### src/rtl/sat_cnt_pkg.sv
package sat_cnt_pkg;

  typedef enum logic [1:0] {
    STEP_NONE  = 2'd0,
    STEP_CONST = 2'd1,
    STEP_PORT  = 2'd2
  } step_src_e;

  // A port width takes precedence; a fixed value of 0 removes the direction.
  function automatic step_src_e pick_src(int fixed_val, int port_w);
    if (port_w > 0) return STEP_PORT;
    if (fixed_val == 0) return STEP_NONE;
    return STEP_CONST;
  endfunction

  // Bits needed to hold a positive constant: floor(log2(v)) + 1.
  function automatic int const_bits(int v);
    if (v <= 1) return 1;
    return $clog2(v + 1);
  endfunction

  function automatic int port_bits(int w);
    return (w > 0) ? w : 1;
  endfunction

  function automatic int max_of(int a, int b);
    return (a > b) ? a : b;
  endfunction

endpackage

### src/rtl/sat_cnt_step_src.sv
module sat_cnt_step_src
  import sat_cnt_pkg::*;
#(
  parameter step_src_e SRC    = STEP_CONST,
  parameter int        FIXED  = 1,
  parameter int        PORT_W = 1,
  parameter int        EXT_W  = 8
) (
  input  logic              strobe_i,
  input  logic [PORT_W-1:0] port_i,
  output logic [EXT_W-1:0]  step_o,
  output logic              active_o
);

  generate
    if (SRC == STEP_PORT) begin : g_port
      assign active_o = strobe_i;
      assign step_o   = strobe_i ? EXT_W'(port_i) : '0;
    end else if (SRC == STEP_CONST) begin : g_const
      localparam int CW = const_bits(FIXED);
      logic [CW-1:0]     fixed_step;
      logic [PORT_W-1:0] unused_port;
      assign fixed_step  = CW'(FIXED);
      assign unused_port = port_i;
      assign active_o    = strobe_i;
      assign step_o      = strobe_i ? EXT_W'(fixed_step) : '0;
    end else begin : g_none
      logic [PORT_W-1:0] unused_port;
      logic              unused_strobe;
      assign unused_port   = port_i;
      assign unused_strobe = strobe_i;
      assign active_o      = 1'b0;
      assign step_o        = '0;
    end
  endgenerate

endmodule

### src/rtl/sat_cnt_next.sv
module sat_cnt_next #(
  parameter int WIDTH     = 8,
  parameter int EXT_W     = 10,
  parameter bit INC_SAT   = 1'b0,
  parameter int INC_LIMIT = 255,
  parameter bit DEC_SAT   = 1'b0,
  parameter int DEC_LIMIT = 0
) (
  input  logic [WIDTH-1:0] q_i,
  input  logic [EXT_W-1:0] up_step_i,
  input  logic [EXT_W-1:0] dn_step_i,
  input  logic             up_act_i,
  input  logic             dn_act_i,
  output logic [WIDTH-1:0] next_o,
  output logic             update_o,
  output logic             over_ceiling_o,
  output logic             under_floor_o
);

  localparam logic signed [EXT_W-1:0] CEIL  = EXT_W'(INC_LIMIT);
  localparam logic signed [EXT_W-1:0] FLOOR = EXT_W'(DEC_LIMIT);

  // Net movement in a signed domain two bits wider than any operand.
  function automatic logic signed [EXT_W-1:0] net_value(
    input logic [WIDTH-1:0] q,
    input logic [EXT_W-1:0] up,
    input logic [EXT_W-1:0] dn
  );
    return $signed(EXT_W'(q)) + $signed(up) - $signed(dn);
  endfunction

  logic signed [EXT_W-1:0] net;
  assign net = net_value(q_i, up_step_i, dn_step_i);

  generate
    if (INC_SAT) begin : g_ceil
      assign over_ceiling_o = (net > CEIL);
    end else begin : g_no_ceil
      assign over_ceiling_o = 1'b0;
    end
    if (DEC_SAT) begin : g_floor
      assign under_floor_o = (net < FLOOR);
    end else begin : g_no_floor
      assign under_floor_o = 1'b0;
    end
  endgenerate

  assign update_o = (up_act_i || dn_act_i) && !over_ceiling_o && !under_floor_o;
  assign next_o   = net[WIDTH-1:0];

endmodule

### src/rtl/sat_cnt_reg.sv
module sat_cnt_reg #(
  parameter int WIDTH   = 8,
  parameter int RST_VAL = 0
) (
  input  logic             clk,
  input  logic             rst_n,
  input  logic             load_i,
  input  logic [WIDTH-1:0] d_i,
  output logic [WIDTH-1:0] q_o
);

  always_ff @(posedge clk) begin
    if (!rst_n)      q_o <= WIDTH'(RST_VAL);
    else if (load_i) q_o <= d_i;
  end

endmodule

### src/rtl/sat_updown_field.sv
module sat_updown_field
  import sat_cnt_pkg::*;
#(
  parameter int WIDTH      = 8,
  parameter int INC_STEP   = 1,
  parameter int INC_STEP_W = 0,
  parameter int DEC_STEP   = 1,
  parameter int DEC_STEP_W = 0,
  parameter bit INC_SAT    = 1'b0,
  parameter int INC_LIMIT  = (1 << WIDTH) - 1,
  parameter bit DEC_SAT    = 1'b0,
  parameter int DEC_LIMIT  = 0,
  parameter int RST_VAL    = 0
) (
  input  logic                                        clk,
  input  logic                                        rst_n,
  input  logic                                        inc_i,
  input  logic                                        dec_i,
  input  logic [((INC_STEP_W > 0) ? INC_STEP_W : 1)-1:0] inc_step_i,
  input  logic [((DEC_STEP_W > 0) ? DEC_STEP_W : 1)-1:0] dec_step_i,
  output logic [WIDTH-1:0]                            count_o
);

  localparam step_src_e INC_SRC = pick_src(INC_STEP, INC_STEP_W);
  localparam step_src_e DEC_SRC = pick_src(DEC_STEP, DEC_STEP_W);
  localparam int INC_PW = port_bits(INC_STEP_W);
  localparam int DEC_PW = port_bits(DEC_STEP_W);
  localparam int OPND_W = max_of(max_of(WIDTH, max_of(INC_PW, DEC_PW)),
                                 max_of(const_bits(INC_STEP), const_bits(DEC_STEP)));
  localparam int EXT_W  = OPND_W + 2;

  generate
    if (INC_SRC == STEP_NONE && DEC_SRC == STEP_NONE) begin : g_bad_cfg
      $error("sat_updown_field: both count directions removed");
    end
  endgenerate

  logic [EXT_W-1:0] up_step_w;
  logic [EXT_W-1:0] dn_step_w;
  logic             up_act_w;
  logic             dn_act_w;
  logic [WIDTH-1:0] next_w;
  logic             upd_w;
  logic             over_ceiling_w;
  logic             under_floor_w;

  sat_cnt_step_src #(
    .SRC(INC_SRC), .FIXED(INC_STEP), .PORT_W(INC_PW), .EXT_W(EXT_W)
  ) u_up_src (
    .strobe_i(inc_i), .port_i(inc_step_i), .step_o(up_step_w), .active_o(up_act_w)
  );

  sat_cnt_step_src #(
    .SRC(DEC_SRC), .FIXED(DEC_STEP), .PORT_W(DEC_PW), .EXT_W(EXT_W)
  ) u_dn_src (
    .strobe_i(dec_i), .port_i(dec_step_i), .step_o(dn_step_w), .active_o(dn_act_w)
  );

  sat_cnt_next #(
    .WIDTH(WIDTH), .EXT_W(EXT_W),
    .INC_SAT(INC_SAT), .INC_LIMIT(INC_LIMIT),
    .DEC_SAT(DEC_SAT), .DEC_LIMIT(DEC_LIMIT)
  ) u_next (
    .q_i(count_o), .up_step_i(up_step_w), .dn_step_i(dn_step_w),
    .up_act_i(up_act_w), .dn_act_i(dn_act_w),
    .next_o(next_w), .update_o(upd_w),
    .over_ceiling_o(over_ceiling_w), .under_floor_o(under_floor_w)
  );

  sat_cnt_reg #(
    .WIDTH(WIDTH), .RST_VAL(RST_VAL)
  ) u_reg (
    .clk(clk), .rst_n(rst_n), .load_i(upd_w), .d_i(next_w), .q_o(count_o)
  );

endmodule

### config.mk
export PLATFORM = sky130hd
export DESIGN_NAME = sat_updown_field
export DESIGN_NICKNAME = d
export VERILOG_FILES = /design/src/rtl/sat_cnt_pkg.sv /design/src/rtl/sat_cnt_step_src.sv /design/src/rtl/sat_cnt_next.sv /design/src/rtl/sat_cnt_reg.sv /design/src/rtl/sat_updown_field.sv
export SDC_FILE = /design/constraint.sdc
export NUM_CORES = 1
export LEC_CHECK = 0
export BUFFER_PORTS_ARGS = -buffer_cell sky130_fd_sc_hd__buf_4
export CORE_MARGIN = 2
export CORE_UTILIZATION = 23
export CTS_CLUSTER_DIAMETER = 150
export DETAILED_ROUTE_END_ITERATION = 8
export GPL_TIMING_DRIVEN = 1
export PLACE_DENSITY = 0.51
export RECOVER_POWER = 100
export SYNTH_ARGS = -nofsm -noshare
export SYNTH_HDL_FRONTEND = slang
export SYNTH_SLANG_ARGS = --single-unit
### constraint.sdc
create_clock -name clk -period 2.75 [get_ports clk]
set_input_delay 0.275 -clock clk [delete_from_list [all_inputs] [get_ports clk]]
set_output_delay 0.275 -clock clk [all_outputs]
set_load 0.005 [all_outputs]
== Word level (Yosys, flattened, before mapping) ==
Cells that the tools add are included.

* Logic and storage cells: 6
* Flip-flop bits (word level): 8
* Output and inout bits: 8
* Input bits: 6

* $add $sub $neg: 2
* Muxes and demuxes: 2
* Reduce and logical (&&, ||, !) cells: 1

{| class="wikitable"
|+ Operators by type and width
! cell !! number
|-
| adder 8 x 1 -> 8 bit || 1
|-
| subtractor 8 x 2 -> 8 bit || 1
|-
| two-way mux 1 bit || 2
|-
| logical OR 1 bit || 1
|}

== Logic depth before layout (Yosys ltp) ==
* Depth after elaboration: 3
* Depth in mapped cells: 11

== Hierarchy ==
A second synthesis with hierarchy kept.

* Cells, all modules: 119
* Area total of the unflattened synthesis: 1,024.7 µm²

{| class="wikitable"
|+ Modules (own cells, without submodules)
! module !! area an instance (µm²) !! cells each !! times used !! seq. area each (µm²)
|-
| sat_cnt_next || 550.5 || 70 || 1 || 0.0
|-
| sat_cnt_reg || 301.5 || 25 || 1 || 160.2
|-
| sat_cnt_step_src || 86.3 || 12 || 2 || 0.0
|}

== Worst setup path after synthesis ==
OpenSTA, ideal clock, no wires.

* Path type: reg-to-reg
* From: register u_reg.q_o[0]
* To: register u_reg.q_o[6]
* Buffers on the path: 0
* Data arrival time: 2,067 ps
* Cell stages (with the launch flop): 12
* Period minus slack after synthesis: 2,131 ps
* Slack: 619 ps
* Cells stage by stage: dfxtp_1 > inv_1 > ha_1 > inv_1 > ha_1 > inv_1 > fa_1 > nor2b_1 > o21a_1 > o21bai_1 > a2111o_1 > nand4_1

* Cells in the longest elaborated chain, start to end: 2

{| class="wikitable"
|+ RTL lines
! item !! line !! RTL
|-
| from (decl) || sat_cnt_reg.sv:9 || <nowiki>output logic [WIDTH-1:0] q_o</nowiki>
|-
| from (signal assigned) || sat_cnt_reg.sv:13 || <nowiki>if (!rst_n) q_o <= WIDTH'(RST_VAL);</nowiki>
|-
| from (signal assigned) || sat_cnt_reg.sv:14 || <nowiki>else if (load_i) q_o <= d_i;</nowiki>
|-
| adder 8 x 1 -> 8 bit || sat_cnt_next.sv:29 || <nowiki>return $signed(EXT_W'(q)) + $signed(up) - $signed(dn);</nowiki>
|-
| subtractor 8 x 2 -> 8 bit || sat_cnt_next.sv:29 ||
|}

Every way passes these cells.
A chain may end at the register's enable or synchronous reset.

== Worst setup path in the final report ==
Same ends and word-level chain as after synthesis.

==> flow_summary.yaml <==
outcome:
  status: "completed"
yosys:
  syn-cell-area_sq_um: 679
  yosys.area_share.adder_pct: 17.7
  synthMuxAreaShare_pct: 2.21
  yosysUniqueCellTypes: 33
  syn_avg_cell_area_sq_um: 7.99
  ys_ff_latch: 8
  synth_compound_area_share_pct: 23.4
  synth_simple_gate_area_share_pct: 22.8
  synth_fp_nets: 100
  synthCells: 85
  ys_seq_area_share_pct: 23.6
  synth_top_family_by_area: "compound AO/OA/AOI/OAI gates"
  synth_xor_area_share_pct: 1.29
  yosysWarnings: 0
clock_network:
  cts_resized: 0
  clk_pin_slew_ns: 0.06
  cts_buffers: 3
  holdBufCountCts: 0
  cts_tree: "built"
  clockBufferDepth: 2
  clk_latency_ns: 0.26
  cts_root_buf: "clkbuf_4"
  post-cts-setup-buffers: 0
  htreeDepth: 1
  clock-sinks: 8
detailed_routing:
  drt_wl_total_um: 1530
  drt_iter0_markers: 16
  post_drt_wl_per_cell_um: 12.0
  detail-route-antenna-nets: 0
  drt-vias-per-instance: 4.99
  drc: 0
  first_pass_iters: 4
  dr_total_vias: 634
die:
  start_util_pct: 24.4
  coreArea_sq_um: 2780
  ios: 14
  die_h_um: 58.4
  dieArea_sq_um: 3400
  rows: 19
  die_w_um: 58.4
timing:
  skew_ns: 0.00454
  report.final.slew_viol_count: 0
  rsz0062_at_grt: "false"
  setup_viol: 0
  hold_viol_final: 0
  fmax_mhz: 441
  setup_tns_ns: 0
  tightest_slew_ns: 0.708
  period_minus_slack_ns: 2.27
  slew_headroom_pct: 52.6
  min_period_over_period_pct: 82.6
  whs_ns: 0.297
final_layout:
  diodes: 0
  final_cell_mix: "11 x inv_1, 10 x clkbuf_4, 8 x nand2_1, 8 x ha_1, 8 x dfxtp_1"
  top_register: "u_reg.q_o"
  fillers: 309
  area_delta_synth_final_pct: 16.9
  largest_reg_flops: 8
  final_common_cell: "inv_1"
  multi_input_area_sq_um: 453
  drive_above_1_share_pct: 17.7
  largestRegisters: "u_reg.q_o (8)"
  register_area_sq_um: 160
  nets: 113
min_path:
  hp-class: "input pin to register"
job:
  max_cap_violations: 0
critical_path:
  crit_arrival_ns: 2.47
  critPathCaptureType: "register"
  start_kind: "register"
  crit_type: "register to register"
  worstPathMaxFanout: 3
  crit_required_ns: 2.95
power:
  powerDensity_nw_per_um2: 1080
  vdd_drop_max_uv: 541
  p_leak_nw: 0.339
grt:
  grt_remaining_overflow: 0
  grt_pass1_vias: 610
  grt_pass1_wl_um: 2770
  antenna_found_initial: 0
  grt_max_degree: 12
  grt_use_total_pct: 10.8
placed_design:
  dp_hpwl_um: 1130
  gp_congestion: 0.780
  numPortBuffers: 11
==> report_power, final <==
group,leakage (nW),internal [mW],total (mW),switching (mW)
Combinational,0.258,0.286,0.565,0.279
Sequential,0.0665,0.158,0.200,0.0425
Clock,0.0138,0.0503,0.0957,0.0453
==> per-stage QoR <==
| stage | instance area [sq um] | total power [mW] | worst slack (ns) | instances | util, % |
|---|---|---|---|---|---|
| after floorplan | 679 | 0.631 | 0.619 | 85 | - |
| after detailed placement | 781 | 0.772 | 0.463 | 124 | 28.1 |
| after global routing | 795 | 0.963 | 0.297 | 127 | 28.6 |
| after global placement | 781 | 0.760 | 0.465 | 124 | 28.1 |
| after CTS | 803 | 0.878 | 0.451 | 127 | 28.9 |
| final | 795 | 0.861 | 0.480 | 127 | 28.6 |
==> kinds of logic after synthesis <==
logic type,Yosys count
compound gates,22
xor+xnor,1
mux,1
fa+ha+maj,9
buf+inv,14
simple gates,30
flops,8
==> final timing paths <==
kind	startpoint	to	slack [ns]	cells past startpoint
setup / recovery	u_reg.q_o[0]$_SDFFE_PN0P_	u_reg.q_o[6]$_SDFFE_PN0P_	0.48	11
hold / removal	rst_n	u_reg.q_o[7]$_SDFFE_PN0P_	0.30	2
setup reg to reg	u_reg.q_o[0]$_SDFFE_PN0P_	u_reg.q_o[6]$_SDFFE_PN0P_	0.48	11
hold reg to reg	u_reg.q_o[0]$_SDFFE_PN0P_	u_reg.q_o[0]$_SDFFE_PN0P_	0.47	2
==> cell usage after synthesis <==
| cell type | n | area [sq um] |
|---|---|---|
| a2111o_1 | 1 | 11.3 |
| a211o_2 | 1 | 10.0 |
| a211oi_1 | 1 | 7.51 |
| a211oi_2 | 1 | 12.5 |
| a21o_1 | 1 | 7.51 |
| a21oi_1 | 7 | 35.0 |
| and2_1 | 2 | 12.5 |
| and3_1 | 1 | 6.26 |
| buf_6 | 1 | 11.3 |
| clkbuf_1 | 1 | 3.75 |
| clkbuf_2 | 1 | 5.00 |
| dfxtp_1 | 8 | 160 |
| fa_1 | 1 | 20.0 |
| ha_1 | 8 | 100 |
| inv_1 | 11 | 41.3 |
| mux2_4 | 1 | 15.0 |
| nand2_1 | 8 | 30.0 |
| nand3_1 | 4 | 20.0 |
| nand4_1 | 4 | 25.0 |
| nand4b_1 | 1 | 8.76 |
| nor2_1 | 3 | 11.3 |
| nor2b_1 | 1 | 6.26 |
| nor3_1 | 3 | 15.0 |
| nor3b_1 | 1 | 7.51 |
| o211ai_1 | 2 | 15.0 |
| o21a_1 | 3 | 22.5 |
| o21ai_1 | 1 | 5.00 |
| o21bai_1 | 2 | 15.0 |
| o22a_2 | 1 | 10.0 |
| o31ai_1 | 1 | 7.51 |
| or2_2 | 1 | 6.26 |
| or3_1 | 1 | 6.26 |
| xnor2_1 | 1 | 8.76 |
==> worst max-delay path, stage by stage, from the launching register on <==
cell	delay (ns)
dfxtp_1	0.35
inv_1	0.06
ha_1	0.27
inv_1	0.06
ha_1	0.18
inv_1	0.06
fa_1	0.39
nor2b_1	0.13
o21a_1	0.16
o21bai_1	0.10
a2111o_1	0.37
nand4_1	0.08
==> area by class of cell <==
class | count | share of cell area [%]
inverter | 11 | 5.20
multi-input combinational | 63 | 57.0
tap | 31 | 4.88
timing repair buffer | 11 | 9.92
sequential | 8 | 20.2
clock buffer | 3 | 2.83
==> metal layers <==
layer,up-vias,track usage [%],routed length (um)
met5,-,0,0
met4,0,3.32,13
met3,2,4.40,90
met2,20,17.3,702
met1,283,13.2,719
li1,329,-,-
(Power assumes the default switching activity.)
